--- src/rtl/irq_steer_pkg.sv ---
package irq_steer_pkg;
    localparam int NUM_CORES    = 4;
    localparam int SRC_PER_GRP  = 4;
    localparam int WORD_W       = 32;
    localparam int CORE_IDX_W   = $clog2(NUM_CORES);
    localparam int EN_W         = 2 * SRC_PER_GRP;
    localparam int SHARED_BIT   = 2 * SRC_PER_GRP;

    localparam logic [7:0] ROUTE_OFS   = 8'h0C;
    localparam logic [7:0] TMR_EN_BASE = 8'h40;
    localparam logic [7:0] MBX_EN_BASE = 8'h50;
    localparam logic [7:0] NRM_ST_BASE = 8'h60;
    localparam logic [7:0] FST_ST_BASE = 8'h70;

    typedef struct packed {
        logic [CORE_IDX_W-1:0] fast_core;
        logic [CORE_IDX_W-1:0] norm_core;
    } route_t;

    typedef struct packed {
        route_t                          route;
        logic [NUM_CORES-1:0][EN_W-1:0]  tmr_en;
        logic [NUM_CORES-1:0][EN_W-1:0]  mbx_en;
    } ctrl_t;
endpackage

--- src/rtl/irq_steer_group.sv ---
// Splits one group of level sources between the normal and fast classes
module irq_steer_group
    import irq_steer_pkg::*;
(
    input  logic [SRC_PER_GRP-1:0] src_i,
    input  logic [EN_W-1:0]        en_i,
    output logic [SRC_PER_GRP-1:0] norm_o,
    output logic [SRC_PER_GRP-1:0] fast_o
);
    for (genvar j = 0; j < SRC_PER_GRP; j++) begin : g_src
        // fast enable takes priority; normal only if fast is clear
        assign fast_o[j] = src_i[j] & en_i[j+SRC_PER_GRP];
        assign norm_o[j] = src_i[j] & en_i[j] & ~en_i[j+SRC_PER_GRP];
    end
endmodule

--- src/rtl/irq_steer_regs.sv ---
// Control storage and register decode
module irq_steer_regs
    import irq_steer_pkg::*;
(
    input  logic                              clk_i,
    input  logic                              rst_ni,
    input  logic                              valid_i,
    input  logic                              write_i,
    input  logic [7:0]                        addr_i,
    input  logic [WORD_W-1:0]                 wdata_i,
    input  logic [NUM_CORES-1:0][WORD_W-1:0]  norm_word_i,
    input  logic [NUM_CORES-1:0][WORD_W-1:0]  fast_word_i,
    output logic [WORD_W-1:0]                 rdata_o,
    output ctrl_t                             ctrl_o
);
    localparam int IDX_W = $clog2(NUM_CORES);

    ctrl_t ctrl_d, ctrl_q;

    logic [3:0]       hi_nib;
    logic [IDX_W-1:0] idx;
    assign hi_nib = addr_i[7:4];
    assign idx    = addr_i[2 +: IDX_W];

    always_comb begin
        ctrl_d  = ctrl_q;
        rdata_o = '0;
        if (valid_i) begin
            if (addr_i[7:2] == ROUTE_OFS[7:2]) begin
                if (write_i) ctrl_d.route = wdata_i[2*CORE_IDX_W-1:0];
                else         rdata_o[2*CORE_IDX_W-1:0] = ctrl_q.route;
            end else if (hi_nib == TMR_EN_BASE[7:4]) begin
                if (write_i) ctrl_d.tmr_en[idx] = wdata_i[EN_W-1:0];
                else         rdata_o[EN_W-1:0] = ctrl_q.tmr_en[idx];
            end else if (hi_nib == MBX_EN_BASE[7:4]) begin
                if (write_i) ctrl_d.mbx_en[idx] = wdata_i[EN_W-1:0];
                else         rdata_o[EN_W-1:0] = ctrl_q.mbx_en[idx];
            end else if (hi_nib == NRM_ST_BASE[7:4]) begin
                if (!write_i) rdata_o = norm_word_i[idx];
            end else if (hi_nib == FST_ST_BASE[7:4]) begin
                if (!write_i) rdata_o = fast_word_i[idx];
            end
        end
    end

    always_ff @(posedge clk_i) begin
        if (!rst_ni) ctrl_q <= '0;
        else         ctrl_q <= ctrl_d;
    end

    assign ctrl_o = ctrl_q;
endmodule

--- src/rtl/irq_steer_core.sv ---
// Builds the two source words of one core
module irq_steer_core
    import irq_steer_pkg::*;
#(
    parameter int CORE_ID = 0
) (
    input  logic [SRC_PER_GRP-1:0] timer_i,
    input  logic [SRC_PER_GRP-1:0] mbox_i,
    input  logic [EN_W-1:0]        tmr_en_i,
    input  logic [EN_W-1:0]        mbx_en_i,
    input  logic                   shared_irq_i,
    input  logic                   shared_fiq_i,
    input  route_t                 route_i,
    output logic [WORD_W-1:0]      norm_word_o,
    output logic [WORD_W-1:0]      fast_word_o
);
    logic [SRC_PER_GRP-1:0] t_n, t_f, m_n, m_f;
    logic sh_n, sh_f;

    irq_steer_group u_tmr (.src_i(timer_i), .en_i(tmr_en_i), .norm_o(t_n), .fast_o(t_f));
    irq_steer_group u_mbx (.src_i(mbox_i),  .en_i(mbx_en_i), .norm_o(m_n), .fast_o(m_f));

    assign sh_n = shared_irq_i & (route_i.norm_core == CORE_IDX_W'(CORE_ID));
    assign sh_f = shared_fiq_i & (route_i.fast_core == CORE_IDX_W'(CORE_ID));

    assign norm_word_o = {{(WORD_W-SHARED_BIT-1){1'b0}}, sh_n, m_n, t_n};
    assign fast_word_o = {{(WORD_W-SHARED_BIT-1){1'b0}}, sh_f, m_f, t_f};
endmodule

--- src/rtl/irq_steer_top.sv ---
module irq_steer_top
    import irq_steer_pkg::*;
(
    input  logic        clk_i,
    input  logic        rst_ni,
    input  logic        reg_valid_i,
    input  logic        reg_write_i,
    input  logic [7:0]  reg_addr_i,
    input  logic [31:0] reg_wdata_i,
    output logic [31:0] reg_rdata_o,
    input  logic [15:0] timer_i,
    input  logic [15:0] mbox_i,
    input  logic        shared_irq_i,
    input  logic        shared_fiq_i,
    output logic [3:0]  irq_o,
    output logic [3:0]  fiq_o
);
    ctrl_t ctrl;
    logic [NUM_CORES-1:0][WORD_W-1:0] norm_w, fast_w;

    irq_steer_regs u_regs (
        .clk_i(clk_i), .rst_ni(rst_ni),
        .valid_i(reg_valid_i), .write_i(reg_write_i),
        .addr_i(reg_addr_i), .wdata_i(reg_wdata_i),
        .norm_word_i(norm_w), .fast_word_i(fast_w),
        .rdata_o(reg_rdata_o), .ctrl_o(ctrl)
    );

    for (genvar c = 0; c < NUM_CORES; c++) begin : g_core
        irq_steer_core #(.CORE_ID(c)) u_core (
            .timer_i(timer_i[c*SRC_PER_GRP +: SRC_PER_GRP]),
            .mbox_i(mbox_i[c*SRC_PER_GRP +: SRC_PER_GRP]),
            .tmr_en_i(ctrl.tmr_en[c]),
            .mbx_en_i(ctrl.mbx_en[c]),
            .shared_irq_i(shared_irq_i),
            .shared_fiq_i(shared_fiq_i),
            .route_i(ctrl.route),
            .norm_word_o(norm_w[c]),
            .fast_word_o(fast_w[c])
        );
        assign irq_o[c] = |norm_w[c];
        assign fiq_o[c] = |fast_w[c];
    end
endmodule

--- config.mk ---
export PLATFORM = sky130hd
export DESIGN_NAME = irq_steer_top
export DESIGN_NICKNAME = d
export VERILOG_FILES = /design/src/rtl/irq_steer_pkg.sv /design/src/rtl/irq_steer_group.sv /design/src/rtl/irq_steer_regs.sv /design/src/rtl/irq_steer_core.sv /design/src/rtl/irq_steer_top.sv
export SDC_FILE = /design/constraint.sdc
export NUM_CORES = 1
export LEC_CHECK = 0
export ABC_AREA = 1
export CORE_ASPECT_RATIO = 0.6
export CORE_MARGIN = 10
export CORE_UTILIZATION = 41
export CTS_BUF_LIST = sky130_fd_sc_hd__clkbuf_8
export CTS_CLUSTER_DIAMETER = 40
export DETAILED_ROUTE_END_ITERATION = 8
export DONT_BUFFER_PORTS = 1
export SKIP_LAST_GASP = 1
export SLEW_MARGIN = 10
export SYNTH_ARGS = -nofsm -noshare
export SYNTH_HDL_FRONTEND = slang
export SYNTH_SLANG_ARGS = --single-unit
--- constraint.sdc ---
create_clock -name clk_i -period 1.2 [get_ports clk_i]
set_input_delay 0.12 -clock clk_i [delete_from_list [all_inputs] [get_ports clk_i]]
set_output_delay 0.12 -clock clk_i [all_outputs]
set_load 0.005 [all_outputs]
## After elaboration in Yosys (flattened, before gate mapping)

Index checks and enable logic that the tools add are counted.
W data, S select, Z words.

| operators by class | value |
|---|---|
| $lt $le $gt $ge | 2 |
| eq/ne operators | 11 |
| multiplexer cells | 26 |
| bitwise gates (word level) | 138 |
| reduce and logical (&&, ||, !) cells | 14 |

Operators with widths:

| kind | number |
|---|---|
| $mux W32 | 7 |
| $bmux W32 S2 | 2 |
| $and A1 B1 Y1 | 104 |
| $reduce_or A9 Y1 | 8 |
| $bwmux W32 | 2 |
| $mux W8 | 7 |
| $mux W24 | 2 |
| $not A1 Y1 | 34 |
| $bmux W8 S2 | 2 |
| $mux W28 | 1 |
| $demux W8 S2 | 1 |
| $eq A4 B3 Y1 const B | 4 |
| $eq A2 B2 Y1 const B | 4 |
| $mux W4 | 2 |
| $eq A6 B2 Y1 const B | 1 |
| $reduce_and A5 Y1 | 1 |
| $eq A2 B1 Y1 const B | 2 |
| $logic_not A2 Y1 | 2 |
| $reduce_and A4 Y1 | 1 |
| $lt A2 B3 Y1 const B | 1 |
| $reduce_and A3 Y1 | 1 |
| $ge A2 B1 Y1 const B | 1 |
| $logic_and A1 B1 Y1 | 1 |

| word-level totals | value |
|---|---|
| register bits | 68 |
| input port bits | 78 |
| output and inout port bits | 40 |
| logic and storage cells | 201 |

## Depth between registers and ports, before layout

| depth | value |
|---|---|
| depth in word-level cells | 11 |
| gate-level depth with buffers | 10 |
| depth with buffers taken out | 10 |

## Modules after synthesis

From an unflattened synthesis, not the netlist that was laid out.

| second synthesis, totals | value |
|---|---|
| cell total of the unflattened synthesis | 1,660 |
| area total of the unflattened synthesis | 8,856.0 um2 |

By module, submodules not included:

| module | times used | cells each | area an instance (um2) | sequential area each (um2) |
|---|---|---|---|---|
| irq_steer_regs | 1 | 956 | 5,312.6 | 1,361.3 |
| irq_steer_top | 1 | 360 | 1,431.4 | 0.0 |
| irq_steer_core (g_core[0].u_core ...) | 2 | 55 | 391.6 | 0.0 |
| irq_steer_core (g_core[1].u_core ...) | 2 | 53 | 384.1 | 0.0 |
| irq_steer_group | 8 | 16 | 70.1 | 0.0 |

## Least setup slack after synthesis

OpenSTA, ideal clock, no wires.

| path | value |
|---|---|
| path kind | input to output |
| from | input port reg_addr_i[3] |
| to | output port reg_rdata_o[6] |
| data arrival time | 0.950 ns |
| data required time | 1.080 ns |
| setup slack | 0.130 ns |
| stages | 7 |
| path buffers | 0 |
| cell sequence | inv_1 -> nand2_1 -> o21ai_0 -> nor2_1 -> nand2_1 -> nand2_1 -> nor2_1 |

| on the way | value |
|---|---|
| cells in the longest elaborated chain, start to end | 9 |
| elaborated cells between the ends (all ways) | 19 |
| those cells by class | eq/ne: 1; mux: 18 |

Ends and longest elaborated chain:

| element | RTL line | RTL |
|---|---|---|
| from (decl) | irq_steer_top.sv:8 | `input logic [7:0] reg_addr_i,` |
| $bmux W32 S2 | irq_steer_regs.sv:41 | `if (!write_i) rdata_o = fast_word_i[idx];` |
| $mux W32 (implied by the code) | irq_steer_regs.sv:41 |  |
| $mux W32 | irq_steer_regs.sv:41 |  |
| $mux W32 | irq_steer_regs.sv:40 | `end else if (hi_nib == FST_ST_BASE[7:4]) begin` |
| $mux W32 | irq_steer_regs.sv:38 | `end else if (hi_nib == NRM_ST_BASE[7:4]) begin` |
| $mux W8 | irq_steer_regs.sv:35 | `end else if (hi_nib == MBX_EN_BASE[7:4]) begin` |
| $mux W8 | irq_steer_regs.sv:32 | `end else if (hi_nib == TMR_EN_BASE[7:4]) begin` |
| $mux W28 (*) | irq_steer_regs.sv:29 | `if (addr_i[7:2] == ROUTE_OFS[7:2]) begin` |
| $mux W32 (*) | irq_steer_regs.sv:28 | `if (valid_i) begin` |
| to (decl) | irq_steer_top.sv:10 | `output logic [31:0] reg_rdata_o,` |

Every way passes the cells marked *; elsewhere a longest branch is shown, timed or not. The select of a mux whose other input is x is not followed.

## Final worst setup path

| path | value |
|---|---|
| from | register u_regs.ctrl_q, in the netlist u_regs.ctrl_o[59] |
| to | output port reg_rdata_o[3] |

| on the way | value |
|---|---|
| cells in the longest elaborated chain, start to end | 10 |
| elaborated cells between the ends (all ways) | 13 |
| those cells by class | mux: 11; bitwise: 2 |

Ends and longest elaborated chain:

| element | RTL line | RTL |
|---|---|---|
| from (decl) | irq_steer_regs.sv:18 | `ctrl_t ctrl_d, ctrl_q;` |
| from (signal assigned) | irq_steer_regs.sv:48 | `else ctrl_q <= ctrl_d;` |
| $and A1 B1 Y1 (2 in a row) | irq_steer_group.sv:13 | `assign norm_o[j] = src_i[j] & en_i[j] & ~en_i[j+SRC_PER_GRP];` |
| $bmux W32 S2 | irq_steer_regs.sv:39 | `if (!write_i) rdata_o = norm_word_i[idx];` |
| $mux W32 (implied by the code) | irq_steer_regs.sv:39 |  |
| $mux W32 | irq_steer_regs.sv:39 |  |
| $mux W32 | irq_steer_regs.sv:38 |  |
| $mux W8 | irq_steer_regs.sv:35 |  |
| $mux W8 (*) | irq_steer_regs.sv:32 |  |
| $mux W4 (*) | irq_steer_regs.sv:29 |  |
| $mux W32 (*) | irq_steer_regs.sv:28 |  |

Marks and branches as above.

==> results by group <==
Outcome
  – Status: finished, violations left
  – Failing checks: hold timing, setup timing

Routing
  – Wire per inst: ~20 um
  – Routed vias: 5,624
  – Post-DRT Antenna Nets: 0
  – Initial DRC Count: ~640
  – Drt via density: between 5 and 6
  – DRC violations left: 0
  – Length of the first detailed-routing pass in iterations: 5
  – Final wirelength: 21,200 um

CTS
  – Clock Tree Buf Depth: 2
  – CTS Buf Count: 9
  – CTS tree: done
  – Root Buffer: clkbuf_8
  – Clock tree sinks: 68
  – Worst-path clk slew: approximately 0.090 ns
  – Clk_lat worst skew: approximately 0.36 ns
  – Htree depth: 3

Global routing
  – Initial antenna violation count: 1
  – Overall Global Routing Usage: 0.252
  – Vias in the first global route: 5,052
  – Largest net degree at the start of global routing: 69
  – Global-route wire length before repair: roughly 31,000 um
  – Global route overflow: 0

Power
  – Max VDD drop: slightly above 0.6 mV
  – Pwr dens: around 780 nW/um^2
  – Part of the power in registers: 0.460
  – Clock power share: 0.404
  – Switching pwr: between 1 and 1.5 mW
  – Combinational share of power: 0.136
  – Int Power: between 3 and 4 mW
  – Lkg Pwr: 2.91 nW
  – Switch share: 0.301

Worst setup path
  – Crit path DAT: roughly 1.5 ns
  – Required @ worst endpoint: approximately 1.1 ns
  – Reg-to-Reg Start: u_regs.ctrl_o[39]$_SDFFE_PN0P_
  – Critical path origin: u_regs.ctrl_o[59]$_SDFFE_PN0P_
  – R2R depth: 4
  – Crit-path max FO: 2
  – Critical path launch point type: register
  – R2r setup slk: 0.29 ns
  – CP endpoint: reg_rdata_o[3]
  – Worst Setup End Kind: primary output
  – Critical R2R Capture: u_regs.ctrl_o[39]$_SDFFE_PN0P_
  – Kind of critical path: reg2out

Cells and area
  – Filler instances: 1,161
  – Final nets: roughly 1,000
  – Largest register FFs: 68
  – Multi-input logic area: roughly 3300 um^2
  – Storage element area: roughly 1400 um^2
  – Share of post-route cells with drive strength above 1: 0.330
  – Area grow syn2layout: 32.3%
  – Commonest non-fill, non-tap cell in the layout: nand2_1
  – Commonest cells after routing, fill and taps aside: nand2_1, nor2_1, buf_4
  – ANT cells: 0
  – Finished Layout Cells: ~1,100

Logic synthesis
  – Synth Instances: between 800 and 900
  – Asr flop ratio synth: 0
  – Primary FF master, synth: dfxtp_1
  – Average cell area after synthesis: ~5.8 um^2
  – Number of flops mapped to enable cells by yosys: 0
  – Synth Warn #: 0
  – Top cell type's share of synthesized area: 0.288
  – Leading area contributor after synthesis: dfxtp_1
  – Post-synthesis sequential area ratio: 0.288
  – Synthesized cell area: between 4000 and 5000 um^2
  – Top cells by area, synth: dfxtp_1, nand2_1, nor2_1, o21ai_0, nand3_1
  – Synth Register Bits: 68
  – Synth unique cells: 29

Die
  – IO Pins: ~120
  – FP Rows: 30
  – Die extent in y: between 100 and 150 um
  – Die area: ~16,000 um^2
  – Die W: 159 um
  – Core Area: roughly 11,000 um^2
  – Initial Util: 0.419

Flow run
  – Maxcap violations: 0

Timing
  – Hold_ws: -0.112 ns
  – Finish-stage setup viols: 17
  – FMAX: between 0.6 and 0.7 GHz
  – Final Cycle Share: 1.37
  – Post-layout worst setup margin: -0.445 ns
  – Fin. Hold Viols: between 60 and 70
  – Tmin final: approximately 1.6 ns
  – Slew HR: 0.469
  – Max-slew violations: 0
  – Slew @ Worst Pin: 0.796 ns
  – Clk_skew: 0 ns
  – Unrepaired setup endpoints after global routing: true

Placed design
  – Placer Congestion: 0.995
  – IO buf count: 0
  – DP Worst Slack: -0.140 ns
  – Placed cell count: 1,028
  – Post-detail-place hpwl: between 15,000 and 20,000 um

Worst hold path
  – Worst min path class: in2reg
  – Hold depth: 2
==> worst max-delay path, cell delays in order (launching register included) <==
cell	delay, ns
dfxtp_2	0.33
buf_4	0.13
nand2_1	0.10
nand4_1	0.20
o21ai_1	0.20
nor2_2	0.06
buf_4	0.13
==> layout make-up <==
cell class                      count  share of cell area
Multi-Input combinational cell    653               0.527
Tap cell                          160              0.0320
Clock buffer                        9              0.0198
Sequential cell                    68               0.231
Inverter                           66              0.0440
Clock inverter                      6              0.0106
Timing Repair Buffer               99               0.136
==> through the flow <==
| stage | hold slack [ns] | power (mW) | utilization | setup TNS (ns) | instance area, um^2 |
|---|---|---|---|---|---|
| 6_report | -0.112 | 4.89 | 0.554 | -5.22 | 6260 |
| 4_1_cts | -0.125 | 4.83 | 0.530 | -5.47 | 5990 |
| 3_3_place_gp | 0.260 | 2.82 | 0.473 | -1.21 | 5340 |
| 2_1_floorplan | 0.255 | 2.76 | - | 0 | 4810 |
| 5_1_grt | -0.125 | 5.03 | 0.554 | -6.30 | 6260 |
| 3_5_place_dp | 0.266 | 2.82 | 0.473 | -1.49 | 5340 |
==> routing by layer <==
metal / vias up / track usage / wire [um]
met1: 2595 / 0.373 / 9780
met3: 31 / 0.110 / 3300
met4: 2 / 0.0539 / 225
li1: 2689 / - / -
met5: - / 0 / 13
met2: 307 / 0.319 / 7910
==> power groups by stage <==
stage	combinational, mW	sequential (mW)	clock (mW)
after floorplan	0.435	2.32	0
after global placement	0.496	2.32	0
after detailed placement	0.496	2.32	0
after CTS	0.588	2.26	1.98
after global routing	0.707	2.25	2.07
final	0.662	2.25	1.97
==> Yosys cell counts (2+ instances only) <==
cell type	number
a21oi_1	10
buf_1	4
buf_2	8
buf_4	28
buf_6	2
clkbuf_1	7
clkinv_4	4
dfxtp_1	68
inv_1	55
inv_2	6
nand2_1	234
nand2_2	4
nand2_4	5
nand3_1	44
nand3b_1	4
nand4_1	18
nor2_1	196
nor2_2	2
nor2_4	4
nor2_8	4
nor3_1	6
o21ai_0	87
o21ai_1	8
==> cell families after synthesis <==
| kind of cell | count (synthesis) | synth area share |
|---|---|---|
| AOI/OAI and AO/OA | 106 | 0.112 |
| buffers and inverters | 115 | 0.124 |
| DFF | 68 | 0.288 |
| other | 1 | 0.000793 |
| and+or+nand+nor | 524 | 0.475 |
==> how the worst min path moves through the flow <==
stage | start | endpoint | slack, ns
after floorplan | reg_wdata_i[4] | u_regs.ctrl_o[36]$_SDFFE_PN0P_ | 0.25
after global placement | reg_wdata_i[1] | u_regs.ctrl_o[57]$_SDFFE_PN0P_ | 0.26
after detailed placement | reg_wdata_i[4] | u_regs.ctrl_o[60]$_SDFFE_PN0P_ | 0.27
after CTS | rst_ni | u_regs.ctrl_o[46]$_SDFFE_PN0P_ | -0.13
after global routing | rst_ni | u_regs.ctrl_o[53]$_SDFFE_PN0P_ | -0.13
final | reg_wdata_i[5] | u_regs.ctrl_o[53]$_SDFFE_PN0P_ | -0.11
==> repair_timing <==
action / 4_1_cts / 5_1_grt
gates resized for setup: 122 / 93
endpoints found under the setup margin: 17 / 22
cloned: 0 / 0
setup buffers: 11 / 3
hold buffers: 5 / 2
pin swaps: 54 / 69
endpoints found under the hold margin: 68 / 68
Power figures use the tool's default switching activity.
